`src/rtl/sdram_seq_pkg.sv`:
```
package sdram_seq_pkg;

   // {cs_n, ras_n, cas_n, we_n}
   typedef enum logic [3:0] {
      CMD_MRS   = 4'b0000,
      CMD_REF   = 4'b0001,
      CMD_PRE   = 4'b0010,
      CMD_ACT   = 4'b0011,
      CMD_WR    = 4'b0100,
      CMD_RD    = 4'b0101,
      CMD_NOP   = 4'b0111,
      CMD_DESEL = 4'b1111
   } sd_cmd_e;

   typedef enum logic [2:0] {
      ST_INIT_PRE  = 3'd0,
      ST_INIT_REF1 = 3'd1,
      ST_INIT_REF2 = 3'd2,
      ST_INIT_MRS  = 3'd3,
      ST_IDLE      = 3'd4,
      ST_COL       = 3'd5,
      ST_PRE       = 3'd6
   } seq_state_e;

   // whole clocks covering a time in picoseconds
   function automatic int clk_ceil(input int t_ps, input int period_ps);
      return (t_ps + period_ps - 1) / period_ps;
   endfunction

   function automatic int imax(input int a, input int b);
      return (a > b) ? a : b;
   endfunction

endpackage

```
`src/rtl/sdram_gap_counter.sv`:
```
module sdram_gap_counter #(
   parameter int W       = 8,
   parameter int RST_VAL = 0
) (
   input  logic         clk,
   input  logic         rst_n,
   input  logic         load,
   input  logic [W-1:0] load_val,
   output logic         zero
);
   logic [W-1:0] cnt;

   always_ff @(posedge clk) begin
      if (!rst_n)
         cnt <= W'(RST_VAL);
      else if (load)
         cnt <= load_val;
      else if (cnt != '0)
         cnt <= cnt - 1'b1;
   end

   assign zero = (cnt == '0);

   // a nonzero spacing must hold off the next command
   assert_gap_holds_R6 : assert property (@(posedge clk) disable iff (!rst_n)
      (load && load_val != '0) |=> !zero);

endmodule

```
`src/rtl/sdram_refresh_timer.sv`:
```
module sdram_refresh_timer #(
   parameter int INTERVAL = 1040
) (
   input  logic clk,
   input  logic rst_n,
   input  logic enable,
   input  logic ack,
   output logic pending
);
   localparam int CW = (INTERVAL > 1) ? $clog2(INTERVAL) : 1;

   logic [CW-1:0] cnt;
   logic          tick;

   assign tick = enable && (cnt == CW'(INTERVAL - 1));

   always_ff @(posedge clk) begin
      if (!rst_n) begin
         cnt     <= '0;
         pending <= 1'b0;
      end else begin
         if (!enable)   cnt <= '0;
         else if (tick) cnt <= '0;
         else           cnt <= cnt + 1'b1;

         if (tick)      pending <= 1'b1;
         else if (ack)  pending <= 1'b0;
      end
   end

   // a raised demand stays until the sequencer serves it
   assert_pending_holds_R9 : assert property (@(posedge clk) disable iff (!rst_n)
      (pending && !ack) |=> pending);

   initial begin
      assert (INTERVAL >= 2) else $error("refresh interval too short");
   end

endmodule

```
`src/rtl/sdram_beat_track.sv`:
```
module sdram_beat_track #(
   parameter int CAS_LAT     = 3,
   parameter int BURST_BEATS = 4
) (
   input  logic clk,
   input  logic rst_n,
   input  logic wr_go,
   input  logic rd_go,
   output logic wr_data_en,
   output logic rd_data_valid
);
   localparam int BW = $clog2(BURST_BEATS + 1);

   logic [BW-1:0]      wr_left;
   logic [BW-1:0]      rd_left;
   logic [CAS_LAT-1:0] rd_dly;

   // rd_dly[k] is high k clocks after the READ appears on the pins
   always_ff @(posedge clk) begin
      if (!rst_n) rd_dly[0] <= 1'b0;
      else        rd_dly[0] <= rd_go;
   end

   generate
      for (genvar i = 1; i < CAS_LAT; i++) begin : g_lat
         always_ff @(posedge clk) begin
            if (!rst_n) rd_dly[i] <= 1'b0;
            else        rd_dly[i] <= rd_dly[i-1];
         end
      end
   endgenerate

   always_ff @(posedge clk) begin
      if (!rst_n) begin
         wr_left <= '0;
         rd_left <= '0;
      end else begin
         if (wr_go)              wr_left <= BW'(BURST_BEATS);
         else if (wr_left != '0) wr_left <= wr_left - 1'b1;

         if (rd_dly[CAS_LAT-1])  rd_left <= BW'(BURST_BEATS);
         else if (rd_left != '0) rd_left <= rd_left - 1'b1;
      end
   end

   assign wr_data_en    = (wr_left != '0);
   assign rd_data_valid = (rd_left != '0);

   assert_no_bus_clash_R5 : assert property (@(posedge clk) disable iff (!rst_n)
      !(wr_data_en && rd_data_valid));

endmodule

```
`src/rtl/sdram_cmd_drive.sv`:
```
module sdram_cmd_drive
   import sdram_seq_pkg::*;
#(
   parameter int BANK_W = 2,
   parameter int ADDR_W = 13,
   parameter int AP_BIT = 10
) (
   input  logic              clk,
   input  logic              rst_n,
   input  sd_cmd_e           cmd_d,
   input  logic [BANK_W-1:0] ba_d,
   input  logic [ADDR_W-1:0] addr_d,
   output logic              sd_cs_n,
   output logic              sd_ras_n,
   output logic              sd_cas_n,
   output logic              sd_we_n,
   output logic [BANK_W-1:0] sd_ba,
   output logic [ADDR_W-1:0] sd_addr
);
   sd_cmd_e cmd_q;

   always_ff @(posedge clk) begin
      if (!rst_n) begin
         cmd_q   <= CMD_NOP;
         sd_ba   <= '0;
         sd_addr <= '0;
      end else begin
         cmd_q   <= cmd_d;
         sd_ba   <= ba_d;
         sd_addr <= addr_d;
      end
   end

   assign {sd_cs_n, sd_ras_n, sd_cas_n, sd_we_n} = cmd_q;

   // column commands never request automatic closing
   assert_col_no_autoclose_R3 : assert property (@(posedge clk) disable iff (!rst_n)
      ({sd_cs_n, sd_ras_n, sd_cas_n, sd_we_n} == CMD_RD ||
       {sd_cs_n, sd_ras_n, sd_cas_n, sd_we_n} == CMD_WR) |-> !sd_addr[AP_BIT]);

endmodule

```
`src/rtl/sdram_cmd_seq.sv`:
```
module sdram_cmd_seq
   import sdram_seq_pkg::*;
#(
   parameter int CLK_PS        = 7500,
   parameter int T_RCD_PS      = 20000,
   parameter int T_RP_PS       = 20000,
   parameter int T_RAS_PS      = 45000,
   parameter int T_RC_PS       = 65000,
   parameter int T_RRD_PS      = 15000,
   parameter int WR_RECOV_CLK  = 2,
   parameter int MRS_CLK       = 2,
   parameter int REFI_CLK      = 1040,
   parameter int POWERUP_CLK   = 26667,
   parameter int CAS_LAT       = 3,
   parameter int BURST_BEATS   = 4,
   parameter int BANK_W        = 2,
   parameter int ROW_W         = 13,
   parameter int COL_W         = 9
) (
   input  logic              clk,
   input  logic              rst_n,
   input  logic              req_valid,
   input  logic              req_write,
   input  logic [BANK_W-1:0] req_bank,
   input  logic [ROW_W-1:0]  req_row,
   input  logic [COL_W-1:0]  req_col,
   output logic              req_ready,
   output logic              init_done,
   output logic              sd_cs_n,
   output logic              sd_ras_n,
   output logic              sd_cas_n,
   output logic              sd_we_n,
   output logic [BANK_W-1:0] sd_ba,
   output logic [ROW_W-1:0]  sd_addr,
   output logic              wr_data_en,
   output logic              rd_data_valid
);
   localparam int AP_BIT  = 10;
   localparam int RCD_CLK = clk_ceil(T_RCD_PS, CLK_PS);
   localparam int RP_CLK  = clk_ceil(T_RP_PS,  CLK_PS);
   localparam int RAS_CLK = clk_ceil(T_RAS_PS, CLK_PS);
   localparam int RC_CLK  = clk_ceil(T_RC_PS,  CLK_PS);
   localparam int RRD_CLK = clk_ceil(T_RRD_PS, CLK_PS);

   // column command to precharge: write waits for recovery after its last beat
   localparam int WR_PRE_OFS = imax(BURST_BEATS - 1 + WR_RECOV_CLK, RAS_CLK - RCD_CLK);
   localparam int RD_PRE_OFS = imax(BURST_BEATS, RAS_CLK - RCD_CLK);
   localparam int WR_PRE_AT  = RCD_CLK + WR_PRE_OFS;
   localparam int RD_PRE_AT  = RCD_CLK + RD_PRE_OFS;
   // precharge to next command: precharge time, row cycle and activate spacing
   localparam int WR_NEXT = imax(RP_CLK, imax(RC_CLK - WR_PRE_AT, RRD_CLK - WR_PRE_AT));
   localparam int RD_NEXT = imax(RP_CLK, imax(RC_CLK - RD_PRE_AT, RRD_CLK - RD_PRE_AT));

   localparam int GAP_MAX = imax(imax(POWERUP_CLK, RC_CLK), imax(WR_PRE_OFS, MRS_CLK));
   localparam int GAP_W   = $clog2(GAP_MAX + 1);

   localparam logic [ROW_W-1:0] MODE_WORD =
      ROW_W'((CAS_LAT << 4) | $clog2(BURST_BEATS));

   initial begin
      assert (CAS_LAT == 2 || CAS_LAT == 3) else $error("CAS latency must be 2 or 3");
      assert (BURST_BEATS == 1 || BURST_BEATS == 2 || BURST_BEATS == 4 || BURST_BEATS == 8)
         else $error("burst must be 1, 2, 4 or 8");
      assert (ROW_W > AP_BIT && COL_W <= AP_BIT) else $error("address widths");
      assert (RCD_CLK >= 2 && RP_CLK >= 1 && MRS_CLK >= 2) else $error("spacing too short");
      assert (longint'(REFI_CLK) * longint'(CLK_PS) <= 64'd7812500)
         else $error("refresh interval exceeds 64 ms / 8192");
   end

   seq_state_e          state, nxt_state;
   sd_cmd_e             cmd_d;
   logic [BANK_W-1:0]   ba_d, bank_q;
   logic [ROW_W-1:0]    addr_d;
   logic [COL_W-1:0]    col_q;
   logic                wr_q;
   logic                gap_zero, gap_load;
   logic [GAP_W-1:0]    gap_val;
   logic                ref_pend, ref_ack, accept, wr_go, rd_go;

   assign init_done = (state == ST_IDLE) || (state == ST_COL) || (state == ST_PRE);
   assign req_ready = (state == ST_IDLE) && gap_zero && !ref_pend;

   always_comb begin
      nxt_state = state;
      cmd_d     = CMD_NOP;
      ba_d      = '0;
      addr_d    = '0;
      gap_load  = 1'b0;
      gap_val   = '0;
      ref_ack   = 1'b0;
      accept    = 1'b0;
      wr_go     = 1'b0;
      rd_go     = 1'b0;
      if (gap_zero) begin
         unique case (state)
            ST_INIT_PRE: begin
               cmd_d          = CMD_PRE;
               addr_d[AP_BIT] = 1'b1;
               gap_load       = 1'b1;
               gap_val        = GAP_W'(RP_CLK - 1);
               nxt_state      = ST_INIT_REF1;
            end
            ST_INIT_REF1: begin
               cmd_d     = CMD_REF;
               gap_load  = 1'b1;
               gap_val   = GAP_W'(RC_CLK - 1);
               nxt_state = ST_INIT_REF2;
            end
            ST_INIT_REF2: begin
               cmd_d     = CMD_REF;
               gap_load  = 1'b1;
               gap_val   = GAP_W'(RC_CLK - 1);
               nxt_state = ST_INIT_MRS;
            end
            ST_INIT_MRS: begin
               cmd_d     = CMD_MRS;
               addr_d    = MODE_WORD;
               gap_load  = 1'b1;
               gap_val   = GAP_W'(MRS_CLK - 1);
               nxt_state = ST_IDLE;
            end
            ST_IDLE: begin
               if (ref_pend) begin
                  cmd_d    = CMD_REF;
                  ref_ack  = 1'b1;
                  gap_load = 1'b1;
                  gap_val  = GAP_W'(RC_CLK - 1);
               end else if (req_valid) begin
                  cmd_d     = CMD_ACT;
                  ba_d      = req_bank;
                  addr_d    = req_row;
                  accept    = 1'b1;
                  gap_load  = 1'b1;
                  gap_val   = GAP_W'(RCD_CLK - 1);
                  nxt_state = ST_COL;
               end
            end
            ST_COL: begin
               cmd_d              = wr_q ? CMD_WR : CMD_RD;
               ba_d               = bank_q;
               addr_d[COL_W-1:0]  = col_q;
               wr_go              = wr_q;
               rd_go              = !wr_q;
               gap_load           = 1'b1;
               gap_val            = wr_q ? GAP_W'(WR_PRE_OFS - 1) : GAP_W'(RD_PRE_OFS - 1);
               nxt_state          = ST_PRE;
            end
            ST_PRE: begin
               cmd_d     = CMD_PRE;
               ba_d      = bank_q;
               gap_load  = 1'b1;
               gap_val   = wr_q ? GAP_W'(WR_NEXT - 1) : GAP_W'(RD_NEXT - 1);
               nxt_state = ST_IDLE;
            end
            default: nxt_state = ST_INIT_PRE;
         endcase
      end
   end

   always_ff @(posedge clk) begin
      if (!rst_n) begin
         state  <= ST_INIT_PRE;
         bank_q <= '0;
         col_q  <= '0;
         wr_q   <= 1'b0;
      end else begin
         state <= nxt_state;
         if (accept) begin
            bank_q <= req_bank;
            col_q  <= req_col;
            wr_q   <= req_write;
         end
      end
   end

   sdram_gap_counter #(.W(GAP_W), .RST_VAL(POWERUP_CLK)) u_gap (
      .clk      (clk),
      .rst_n    (rst_n),
      .load     (gap_load),
      .load_val (gap_val),
      .zero     (gap_zero)
   );

   sdram_refresh_timer #(.INTERVAL(REFI_CLK)) u_refi (
      .clk     (clk),
      .rst_n   (rst_n),
      .enable  (init_done),
      .ack     (ref_ack),
      .pending (ref_pend)
   );

   sdram_beat_track #(.CAS_LAT(CAS_LAT), .BURST_BEATS(BURST_BEATS)) u_beats (
      .clk           (clk),
      .rst_n         (rst_n),
      .wr_go         (wr_go),
      .rd_go         (rd_go),
      .wr_data_en    (wr_data_en),
      .rd_data_valid (rd_data_valid)
   );

   sdram_cmd_drive #(.BANK_W(BANK_W), .ADDR_W(ROW_W), .AP_BIT(AP_BIT)) u_drive (
      .clk      (clk),
      .rst_n    (rst_n),
      .cmd_d    (cmd_d),
      .ba_d     (ba_d),
      .addr_d   (addr_d),
      .sd_cs_n  (sd_cs_n),
      .sd_ras_n (sd_ras_n),
      .sd_cas_n (sd_cas_n),
      .sd_we_n  (sd_we_n),
      .sd_ba    (sd_ba),
      .sd_addr  (sd_addr)
   );

   // row-open tracking from the pins, separate from the sequencer state
   logic [3:0] pin_cmd;
   logic       row_open;
   assign pin_cmd = {sd_cs_n, sd_ras_n, sd_cas_n, sd_we_n};

   always_ff @(posedge clk) begin
      if (!rst_n)                  row_open <= 1'b0;
      else if (pin_cmd == CMD_ACT) row_open <= 1'b1;
      else if (pin_cmd == CMD_PRE) row_open <= 1'b0;
   end

   assert_act_then_nop_R3 : assert property (@(posedge clk) disable iff (!rst_n)
      (pin_cmd == CMD_ACT) |=> (pin_cmd == CMD_NOP));

   assert_mode_gap_R7 : assert property (@(posedge clk) disable iff (!rst_n)
      (pin_cmd == CMD_MRS) |=> (pin_cmd == CMD_NOP));

   assert_closed_banks_R7 : assert property (@(posedge clk) disable iff (!rst_n)
      (pin_cmd == CMD_REF || pin_cmd == CMD_MRS) |-> !row_open);

   assert_ready_when_closed_R10 : assert property (@(posedge clk) disable iff (!rst_n)
      req_ready |-> (!row_open && init_done));

   assert_refresh_spacing_R8 : assert property (@(posedge clk) disable iff (!rst_n)
      (pin_cmd == CMD_REF) |=> (pin_cmd == CMD_NOP));

endmodule

```
`config.mk`:
```
export PLATFORM = sky130hd
export DESIGN_NAME = sdram_cmd_seq
export DESIGN_NICKNAME = d
export VERILOG_FILES = /design/src/rtl/sdram_seq_pkg.sv /design/src/rtl/sdram_gap_counter.sv /design/src/rtl/sdram_refresh_timer.sv /design/src/rtl/sdram_beat_track.sv /design/src/rtl/sdram_cmd_drive.sv /design/src/rtl/sdram_cmd_seq.sv
export SDC_FILE = /design/constraint.sdc
export NUM_CORES = 1
export LEC_CHECK = 0
export CORE_UTILIZATION = 50
export DETAILED_ROUTE_END_ITERATION = 8
export DONT_BUFFER_PORTS = 1
export HOLD_SLACK_MARGIN = 0.1
export PLACE_DENSITY = 0.74
export SETUP_SLACK_MARGIN = 0.4
export SLEW_MARGIN = 0
export SYNTH_ARGS = -nofsm -noshare
export SYNTH_HDL_FRONTEND = slang
export SYNTH_HIERARCHICAL = 1
export SYNTH_SLANG_ARGS = --single-unit
```
`constraint.sdc`:
```
create_clock -name clk -period 4.2 [get_ports clk]
set_clock_uncertainty 0.15 [all_clocks]
set_input_delay 0.84 -clock clk [delete_from_list [all_inputs] [get_ports clk]]
set_output_delay 0.84 -clock clk [all_outputs]
set_load 0.005 [all_outputs]
```
### Word-level counts from Yosys, hierarchy flattened

Index checks and enable logic that the tools add are counted.

* flip-flop bits (word level): 70
* bits of input ports: 28
* word-level logic and storage cells: 103

* $add $sub $neg: 4
* eq/ne operators: 9
* multiplexer cells: 39
* bitwise logic cells: 5
* reductions and logical operators: 28

Operator list (count)
* $mux 15: 2
* $mux 3: 9
* $pmux 9 s3: 1
* $mux 11: 2
* $pmux 4 s5: 1
* $pmux 3 s6: 1
* $logic_not 15->1: 1
* $pmux 3 s5: 1
* $reduce_bool 15->1: 1
* $sub 15x1->15 const B: 1
* $mux 1: 14
* $reduce_or 2->1: 6
* $add 11x1->11 const B: 1
* $eq 11x11->1 const B: 1
* $eq 3x3->1 const B: 3
* $mux 4: 2
* $reduce_bool 2->1: 4
* $eq 3x2->1 const B: 2
* $mux 2: 3
* $reduce_and 3->1: 2
* $reduce_bool 3->1: 2
* $reduce_or 6->1: 1
* $sub 3x1->3 const B: 2
* $not 1->1: 5
* 11 further kinds: 17

### Longest topological paths before layout

Gate-level depths: netlist (run 1).

* word-level depth: 5
* gate-level depth with buffers: 13
* gate-level depth less buffers: 9

### Hierarchy

The synthesis (run 1) kept the hierarchy.

Modules (own cells, without submodules)
* sdram_cmd_seq: instances 1, cells each 153, area an instance 1144.8 sq um, sequential area each 300.3 sq um
* sdram_gap_counter: instances 1, cells each 103, area an instance 855.8 sq um, sequential area each 300.3 sq um
* sdram_refresh_timer: instances 1, cells each 56, area an instance 541.8 sq um, sequential area each 240.2 sq um
* sdram_cmd_drive: instances 1, cells each 39, area an instance 526.8 sq um, sequential area each 380.4 sq um
* sdram_beat_track: instances 1, cells each 42, area an instance 414.1 sq um, sequential area each 180.2 sq um

### Worst setup path before layout (run 1)

No wires, ideal clock.

* kind: register to register
* start: register u_gap.cnt[8]
* end: register u_gap.cnt[11]
* arrival time: 2709 ps
* path slack: 1218 ps
* stages on the path, launching flop included: 11
* path buffers: 3
* clock period less this slack: 2982 ps
* cells stage by stage: dfxtp_1 > or4_4 > or4_4 > nor2_8 > buf_4 > clkbuf_1 > and2_1 > clkbuf_1 > nand2_1 > nor2_1 > a21oi_1

* longest elaborated chain between the ends: 3
* elaborated cells on any way between the ends: 7
* classes of those cells: add/sub: 1; mux: 3; reduce/logical: 3

RTL lines
* from (decl): line sdram_gap_counter.sv:11 `logic [W-1:0] cnt;`
* from (signal assigned): line sdram_gap_counter.sv:15 `cnt <= W'(RST_VAL);`
* from (signal assigned): line sdram_gap_counter.sv:17 `cnt <= load_val;`
* from (signal assigned): line sdram_gap_counter.sv:19 `cnt <= cnt - 1'b1;`
* $logic_not 15->1 (*): line sdram_gap_counter.sv:22 `assign zero = (cnt == '0);`
* named net gap_zero: line sdram_cmd_seq.sv:76 `logic gap_zero, gap_load;`
* $mux 1 (*): line sdram_cmd_seq.sv:94 `if (gap_zero) begin`
* named net gap_load: line sdram_cmd_seq.sv:76
* $mux 15 / $reduce_bool 2->1 (equally long branches)

Mark *: on every way through the listed nets, which the timed path passes. The rest lies on a longest branch. The select of a mux whose other input is x is not followed.
A chain may end at the register's enable or synchronous reset.

### Worst setup path in the final report (run 1)

* start: register u_gap.cnt[0]
* end: output port req_ready

* longest elaborated chain between the ends: 3

RTL lines
* $logic_not 15->1: line sdram_gap_counter.sv:22
* named net gap_zero: line sdram_cmd_seq.sv:76
* $logic_and 1x1->1 (2 in series): line sdram_cmd_seq.sv:81 `assign req_ready = (state == ST_IDLE) && gap_zero && !ref_pend;`
* to (decl): line sdram_cmd_seq.sv:27 `output logic req_ready,`

The timed path passes the listed nets, and every way through them passes these cells.

==> results of run 1 <==
==> final cells by class <==
class | instances | share of cell area
Clock inverter | 6 | 0.02271
Sequential cell | 70 | 0.3741
Tap cell | 80 | 0.02672
Multi-Input combinational cell | 296 | 0.5187
Timing Repair Buffer | 2 | 0.004008
Clock buffer | 10 | 0.03674
Inverter | 17 | 0.01703
==> report_power, final <==
part / switching (mW) / leakage (nW) / total [mW] / internal [mW]
Sequential: 0.0120 / 0.566 / 0.694 / 0.682
Clock: 0.255 / 0.108 / 0.603 / 0.348
Combinational: 0.0606 / 0.711 / 0.112 / 0.0517
Total: 0.328 / 1.39 / 1.41 / 1.08
==> per-stage QoR <==
step | instance area (um2) | hold slack [ps]
3_3_place_gp | 3523 | 263.2
4_1_cts | 3746 | 292.8
5_1_grt | 3746 | 305.6
2_1_floorplan | 3525 | 261.8
3_5_place_dp | 3523 | 274.1
6_report | 3746 | 287.4
==> layer usage <==
layer | share of wire | GRT usage | vias to the layer above | wire length [um]
met3 | 0.040 | 0.06226 | 13 | 270
met5 | 0 | 0 | - | 0
met4 | 0.017 | 0.08182 | 0 | 117
met2 | 0.47 | 0.3142 | 46 | 3131
met1 | 0.47 | 0.2715 | 1221 | 3174
li1 | - | - | 1368 | -
==> how the worst min path moves through the flow <==
stage | cells past startpoint | endpoint | from
floorplan | 1 | u_beats/rd_dly[1] | u_beats/rd_dly[0]
global route | 1 | u_beats/rd_dly[1] | u_beats/rd_dly[0]
finish | 1 | u_beats/rd_dly[1] | u_beats/rd_dly[0]
global placement | 1 | u_beats/rd_dly[1] | u_beats/rd_dly[0]
detailed placement | 1 | u_beats/rd_dly[2] | u_beats/rd_dly[1]
CTS | 1 | u_beats/rd_dly[2] | u_beats/rd_dly[1]
==> cells in the final DEF (no fill, tap or decap), drive strengths merged, types with 7 or more instances in the layout <==
| cell type | instances |
|---|---|
| a21oi | 21 |
| and2 | 26 |
| clkbuf | 10 |
| conb | 12 |
| dfxtp | 70 |
| ha | 8 |
| inv | 17 |
| mux2i | 12 |
| nand2 | 45 |
| nand2b | 8 |
| nand3 | 14 |
| nor2 | 22 |
| nor2b | 9 |
| nor3 | 8 |
| o21ai | 18 |
| or3 | 7 |
| or4 | 8 |
==> flip-flops by register name, summed over array words and instances, names as in the netlist <==
register / count
wr_q: 1
u_refi/pending: 1
u_drive/sd_addr: 13
u_drive/cmd_q: 4
u_beats/wr_left: 3
bank_q: 2
u_refi/cnt: 11
u_beats/rd_dly: 3
u_drive/sd_ba: 2
col_q: 9
u_beats/rd_left: 3
u_gap/cnt: 15
state: 3
==> logic make-up after synthesis <==
group / share of synthesized area
flops: 0.4023
simple gates: 0.2870
mux: 0.04526
other cells: 0.001077
fa+ha+maj: 0.02874
buf+inv: 0.05172
xor+xnor: 0.03017
compound gates: 0.1537
==> impl_metrics.toml, run 1 <==
[clock_network]
cts_buffer_depth = 2
cts_tree = "yes"
htree_levels = 3
ctsHoldBuffers = 0
clock_sinks = 70
clk_latency_ps = 350
cts_made_buffers = 9
ctsResizeCount = 0
cts-root-buf = "clkbuf_8"
post_cts_buffers = 0
path_clk_slew_ps = 80

[route]
final_antenna_net_count = 0
first_pass_iters = 4
via_per_inst = 5.505
post-route-drc-count = 0
wl_mm = 6.693
vias = 2648
first_iter_violations = 129
wl_per_cell_um = 13.91

[floorplanning]
coreArea_um2 = 6756
rows = 30
die_w_um = 85.47
die_h_um = 85.47
initial_core_util = 0.5156
pin_count = 51
die-area_um2 = 7304

[finish]
final_util = 0.5544
multi_input_area_um2 = 1943
final_cells = 481
areaGrowthSynthToFinish_pct = 7.543
nFillCells = 620
regArea_um2 = 1401
antenna_cells = 0
final_nets = 432
drive_gt1_frac = 0.1347

[critical_path]
rrSetupSlack_ps = 1020
r2r_cells = 9
path_cells = "inv_1 > ha_1 > nor3b_2 > nand2_1 > nor2_8 > nand2b_1 > nor3_1"
setup.worst_path.start = "u_gap/cnt[0]"
max_stage_delay_ps = 420
critPathArrivalTime_ps = 2540
path_depth = 7
endpoint = "req_ready"
r2r_start = "u_gap/cnt[0]"
end_kind = "output port"
cp_top_family = "simple AND/OR/NAND/NOR gates"
r2r_end = "u_drive/sd_addr[11]"
critPathMaxFanout = 22
worstSetupStartpointType = "register"
path_class = "register to output port"
critPathRequiredTime_ps = 3210
slowest_stage = "nor3b_2"
cp_num_buf_inv = 1

[flow_run]
cap_violations = 0

[grt]
antenna_found_initial = 0
grt_max_degree = 72
grt_pass1_vias = 2446
grt_pass1_wl_mm = 11.75
grt.overflow.total = 0
grt_usage = 0.2055

[place]
dp_cells = 465
portBuffers = 0
place_hpwl_mm = 4.691
dp_slack_ps = 1075
globalplace.congestion = 0.7992

[power_and_ir_drop]
power.density_nw_per_um2 = 376.3
peakVddDrop_uv = 256.8
p_leak_nw = 1.385
p_total_mw = 1.410

[timing]
slew_headroom = 0.4713
hold_viol = 0
finalWorstSetupSlack_ps = 666.3
tns_ps = 0
rsz0062_at_grt = "false"
fin_crit_sh = 0.8414
slew_viol_final = 0
worst_slew_pin_slew_ps = 790.4
fin_crit_ps = 3534
fmax_ghz = 0.2830
setup_viol = 0

[yosys]
ys_seq_area_frac = 0.4023
ys_warn_count = 6
synth_cells = 393
synthArstFlopShare = 0
syn_area_um2 = 3483
yosysUniqueCellTypes = 59
synth_common_cells = "dfxtp_1 (70), nand2_1 (45), a21oi_1 (21), nor2_1 (21), inv_1 (17)"
yosys.area.top_type_share = 0.4023
syn-mean-instance-area_um2 = 8.863
synth_edf_count = 0
synth_ff_type = "dfxtp_1"
synth.most_common_cell = "dfxtp_1"
synth_top_cell_by_area = "dfxtp_1"
synth-seq-cells = 70
synthTopCellsByArea = "dfxtp_1 (40%), nand2_1 (4.8%), mux2i_1 (3.4%)"

[run_status]
status = "finished, final reports clean"

[hold_path]
hold_class = "register to register"
Power figures use the tool's default switching activity.
==> inputs of run 2 (changes only) <==
Settings changed: PLACE_DENSITY 0.74 to 0.77.
Clock period 4.2 ns to 3 ns, I/O delays scaled along.
==> run 2 against run 1 <==
Against the previous run:
- sequential share of layout area down 0.59 points
- critical path depth down 2
- global-route usage down 0.30 points
- non-clock buffer count up 8
- flip-flop and latch count unchanged
- combinational power up 41%
- sequential power up 40%
- cell area up 1.7%
==> impl_metrics.toml, run 2 (same netlist as run 1, synthesis figures left out) <==
[timing]
setup_viol = 0
fin_crit_sh = 0.9521
worst_slew_pin_slew_ps = 685.3
rsz0062_at_grt = "true"
tns_ps = 0
fmax_ghz = 0.3501
timing.hold.ws_ps = 186.1
fin_crit_ps = 2856
slew_viol_final = 0
hold_viol = 0
slew_headroom = 0.5412

[power_and_ir_drop]
p_total_mw = 1.907
p_leak_nw = 1.428
seq_power_share = 0.509
p_sw_mw = 0.4643
clkPwrFrac = 0.409
p_int_mw = 1.442
switching_share = 0.2435
power.density_nw_per_um2 = 500.4
p_comb_frac = 0.083
peakVddDrop_uv = 281.9

[route]
wl_per_cell_um = 13.73
first_pass_iters = 5
via_per_inst = 5.505
vias = 2692
post-route-drc-count = 0
wl_mm = 6.714
final_antenna_net_count = 0
first_iter_violations = 184

[place]
globalplace.congestion = 0.8107
dp_cells = 469
portBuffers = 0
place_hpwl_mm = 4.647

[critical_path]
path_cells = "or4_4 > or4_4 > nor2_8 > nand2b_4 > nor3_2"
critPathMaxFanout = 6
critPathArrivalTime_ps = 2110
max_stage_delay_ps = 570
crit_top_cell = "or4_4"
rrSetupSlack_ps = 420
path_class = "register to output port"
r2r_cells = 8
critPathRequiredTime_ps = 2250
cp_top_family = "simple AND/OR/NAND/NOR gates"
cp_num_buf_inv = 0
worstSetupStartpointType = "register"
end_kind = "output port"
r2r_end = "u_gap/cnt[2]"
slowest_stage = "or4_4"
r2r_start = "u_gap/cnt[8]"

[hold_path]
hold_class = "input pin to register"
hp-start = "rst_n"
whs_endpoint = "u_gap/cnt[0]"
hold_depth = 1

[clock_network]
cts_buffer_depth = 2
clk_latency_ps = 340
cts-root-buf = "clkbuf_8"
cts_tree = "yes"
clock_sinks = 70
cts_made_buffers = 9
path_clk_slew_ps = 70
htree_levels = 3
ctsHoldBuffers = 0

[floorplanning]
die_h_um = 85.47
rows = 30
die-area_um2 = 7304
coreArea_um2 = 6756
pin_count = 51
die_w_um = 85.47
initial_core_util = 0.5156

[finish]
drive_gt1_frac = 0.1614
regMostFlops = "u_gap/cnt"
final_cells = 489
areaGrowthSynthToFinish_pct = 9.375
largest_registers = "u_gap/cnt x15, u_drive/sd_addr x13, u_refi/cnt x11"
largest_register_ffs = 15
antenna_cells = 0
final_util = 0.5639
final_common_cell = "dfxtp_1"
final_nets = 440
final_cell_mix = "dfxtp_1 (69), nand2_1 (45), nor2_1 (21), a21oi_1 (21), inv_1 (16)"

[grt]
grt_pass1_wl_mm = 11.49
grt_usage = 0.2026
grt.overflow.total = 0
grt_pass1_vias = 2517
antenna_found_initial = 0
grt_max_degree = 72

[flow_run]
cap_violations = 0

[run_status]
status = "finished, final reports clean"
-- run 2: final cells by class --
type	instances	area (um2)
sequential	70	1403
multi-input combinational	296	1958
fill	624	2947
clock inverter	5	65.06
clock buffer	11	141.4
timing repair buffer	10	78.83
inverter	17	63.81
tap	80	100.1
-- run 2: per-layer routing --
metal / GRT usage / up-vias / part of all wire
met5: 0 / - / 0
met4: 0.08030 / 0 / 0.019
met3: 0.06907 / 10 / 0.060
met2: 0.3047 / 66 / 0.45
met1: 0.2672 / 1235 / 0.47
li1: - / 1381 / -
-- run 2: worst max path at each step --
stage                             from                   to  cells past startpoint
after floorplan           u_gap/cnt[8]  u_drive/sd_addr[11]                      9
after global placement    u_gap/cnt[8]            req_ready                      5
after detailed placement  u_gap/cnt[8]            req_ready                      5
after CTS                 u_gap/cnt[8]            req_ready                      5
after global routing      u_gap/cnt[8]            req_ready                      5
final                     u_gap/cnt[8]            req_ready                      5
-- run 2: repair_timing --
action	CTS	global route
setup endpoints to repair	2	25
resized for setup	0	1
pin swaps	1	0
setup buffers	1	3
-- run 2: power groups by stage --
stage / clock [mW] / sequential [mW] / combinational (mW)
after floorplan: 0 / 0.989 / 0.142
after global placement: 0 / 0.990 / 0.152
after detailed placement: 0 / 0.992 / 0.161
after CTS: 0.802 / 0.970 / 0.162
after global routing: 0.852 / 0.975 / 0.184
final: 0.779 / 0.970 / 0.158
-- run 2: through the flow --
stage | setup slack [ps] | area [um2]
after floorplan | 370.6 | 3575
after global placement | 414.1 | 3570
after detailed placement | 393.7 | 3570
after CTS | 132.5 | 3784
after global routing | 55.96 | 3810
final | 143.6 | 3810
==> inputs of run 3 (changes only) <==
Settings changed: ABC_AREA from default to 1.
==> run 3 against run 2 <==
Against the previous run:
- via count rose by 14%
- cell count grew 32%
- global-route usage up 0.25 points
- clock power fell by 2%
- worst setup slack improved by 380 ps
- synthesized cell count rose by 34%
- clock-buffer cell count did not move
- non-clock buffer count decreased by 1
- combinational power increased by 16%
- core utilization increased by 0.69 points
==> impl_metrics.toml, run 3 <==
[clock_network]
path_clk_slew_ps = 80
ctsHoldBuffers = 0
cts_buffer_depth = 2
clock_sinks = 70
clk_latency_ps = 350
cts_made_buffers = 9
htree_levels = 3
cts_tree = "yes"
cts-root-buf = "clkbuf_8"

[critical_path]
r2r_cells = 13
slowest_stage = "dfxtp_1"
critPathArrivalTime_ps = 1730
critPathRequiredTime_ps = 2250
max_stage_delay_ps = 330
worstSetupStartpointType = "register"
path_class = "register to output port"
critPathMaxFanout = 4
path_cells = "inv_1 > ha_2 > nand2_2 > nor2_4 > nand3_4 > clkinvlp_4 > clkinv_1 > nor2_2"
end_kind = "output port"

[finish]
regMostFlops = "u_gap/cnt"
areaGrowthSynthToFinish_pct = 8.993
nFillCells = 654
largest_registers = "u_gap/cnt x15, u_drive/sd_addr x13, u_refi/cnt x11"
final_util = 0.5708
regArea_um2 = 1401
multi_input_area_um2 = 1787
final_cell_mix = "nand2_1 (141), inv_1 (87), nor2_1 (73)"
final_nets = 581
drive_gt1_frac = 0.1182
final_common_cell = "nand2_1"
antenna_cells = 0
largest_register_ffs = 15

[floorplanning]
die_w_um = 87.06
die-area_um2 = 7579
initial_core_util = 0.5237
die_h_um = 87.06
coreArea_um2 = 6907
rows = 30
pin_count = 51

[grt]
met3_usage = 0.05877
grt_usage = 0.2050
grt_pass1_vias = 2773
grt_use_met1 = 0.2482
grt.overflow.total = 0
busiest_layer = "met2"
antenna_found_initial = 0
grt_max_degree = 45
grt_pass1_wl_mm = 12.06
global_route.usage.met2 = 0.3372

[route]
final_antenna_net_count = 0
vias = 3067
via_per_inst = 4.748
wl_mm = 7.440
wl_per_cell_um = 11.52
post-route-drc-count = 0
first_pass_iters = 7
first_iter_violations = 142

[yosys]
synth_cells = 527
yosysUniqueCellTypes = 38
syn_area_um2 = 3617
synth_edf_count = 0
synth.most_common_cell = "nand2_1"
yosys.area.top_type_share = 0.3874
ys_seq_area_frac = 0.3874
syn-mean-instance-area_um2 = 6.864
synth_top_cell_by_area = "dfxtp_1"
synthTopCellsByArea = "dfxtp_1 (39%), nand2_1 (15%), inv_1 (9.1%)"
ys_warn_count = 6
synth-seq-cells = 70
synth_common_cells = "nand2_1 (141), inv_1 (88), nor2_1 (74), dfxtp_1 (70), a21oi_1 (32)"
synthArstFlopShare = 0
synth_ff_type = "dfxtp_1"

[timing]
fin_crit_ps = 2480
setup_viol = 0
hold_viol = 0
tns_ps = 0
rsz0062_at_grt = "false"
fmax_ghz = 0.4033
fin_crit_sh = 0.8266
slew_viol_final = 0

[power_and_ir_drop]
peakVddDrop_uv = 321.8
p_comb_frac = 0.096
p_int_mw = 1.431
clkPwrFrac = 0.397
power.density_nw_per_um2 = 485.8
p_leak_nw = 1.836
seq_power_share = 0.508
p_sw_mw = 0.4842
switching_share = 0.2528

[place]
portBuffers = 0
place_hpwl_mm = 5.391
globalplace.congestion = 0.8648

[hold_path]
hold_class = "input pin to register"
hold_depth = 1

[run_status]
status = "finished, final reports clean"

[flow_run]
cap_violations = 0
==> run 3: cell count changes after synthesis, moves of 8 or more <==
cell	before	now
nor2b_1	8	0
mux2i_1	12	0
and2_1	10	0
nor2_1	21	74
nand3_1	13	25
and2_2	15	0
inv_1	17	88
a21oi_1	21	32
nand2_1	45	141
nor2_2	0	11
==> run 3: repair_timing <==
item / 4_1_cts / 5_1_grt
buffers inserted: 1 / 6
gates resized for setup: 2 / 1
pin swaps: 0 / 1
endpoints found under the hold margin: 0 / 0
setup endpoints to repair: 2 / 13
==> run 3: metal layers <==
layer  up-vias  wire length [um]
met5         -                 0
li1       1619                 -
met4         0               178
met1      1355              3256
met3        20               414
met2        73              3592
==> run 3: layout make-up <==
cell class | instances | share of cell area
clock buffer | 11 | 0.03586
multi-input combinational | 362 | 0.4532
timing repair buffer | 9 | 0.01714
sequential | 70 | 0.3554
inverter | 93 | 0.09299
tap | 96 | 0.03047
clock inverter | 5 | 0.01492
==> run 3: metrics by stage <==
stage	instance area, um2	power, mW	worst slack [ps]	hold WS (ps)	cells
global route	3943	2.008	416.5	170.9	646
finish	3943	1.915	520.3	177.5	646
detailed placement	3681	1.178	399.6	249.6	623
CTS	3895	1.936	415.8	164.0	640
floorplan	3659	1.149	413.3	240.0	538
global placement	3681	1.164	521.9	242.0	623
==> run 3: worst max-delay path: cells and delay by family, from the launching register on <==
family | cells | cell delay [ps]
buffers and inverters | 3 | 270
AND/OR/NAND/NOR | 4 | 540
flip-flops | 1 | 330
adder cells (fa/ha/maj) | 1 | 230
==> run 3: path summary, 6_finish.rpt <==
path                     start  slack, ps           endpoint
max               u_gap/cnt[0]        520          req_ready
min                      rst_n        180   u_drive/cmd_q[2]
max reg2reg       u_gap/cnt[0]        570       u_gap/cnt[1]
min reg2reg  u_beats/rd_dly[0]        270  u_beats/rd_dly[1]
==> run 3: logic make-up (layout without fill, tap and decap cells) <==
| logic type | after synthesis | count (layout) | share of synthesized area |
|---|---|---|---|
| AO/OA/AOI/OAI | 52 | 52 | 0.07956 |
| XOR/XNOR | 10 | 10 | 0.02421 |
| adder cells (fa/ha/maj) | 8 | 8 | 0.02767 |
| buffers and inverters | 106 | 118 | 0.1314 |
| flip-flops | 70 | 70 | 0.3874 |
| other | 1 | 12 | 0.001037 |
| AND/OR/NAND/NOR | 280 | 280 | 0.3487 |
==> run 3: power by group through the flow <==
stage / Combinational, mW / Sequential [mW] / Clock [mW]
floorplan: 0.160 / 0.990 / 0
global placement: 0.172 / 0.992 / 0
detailed placement: 0.185 / 0.994 / 0
CTS: 0.187 / 0.972 / 0.777
global route: 0.219 / 0.975 / 0.814
finish: 0.184 / 0.972 / 0.760
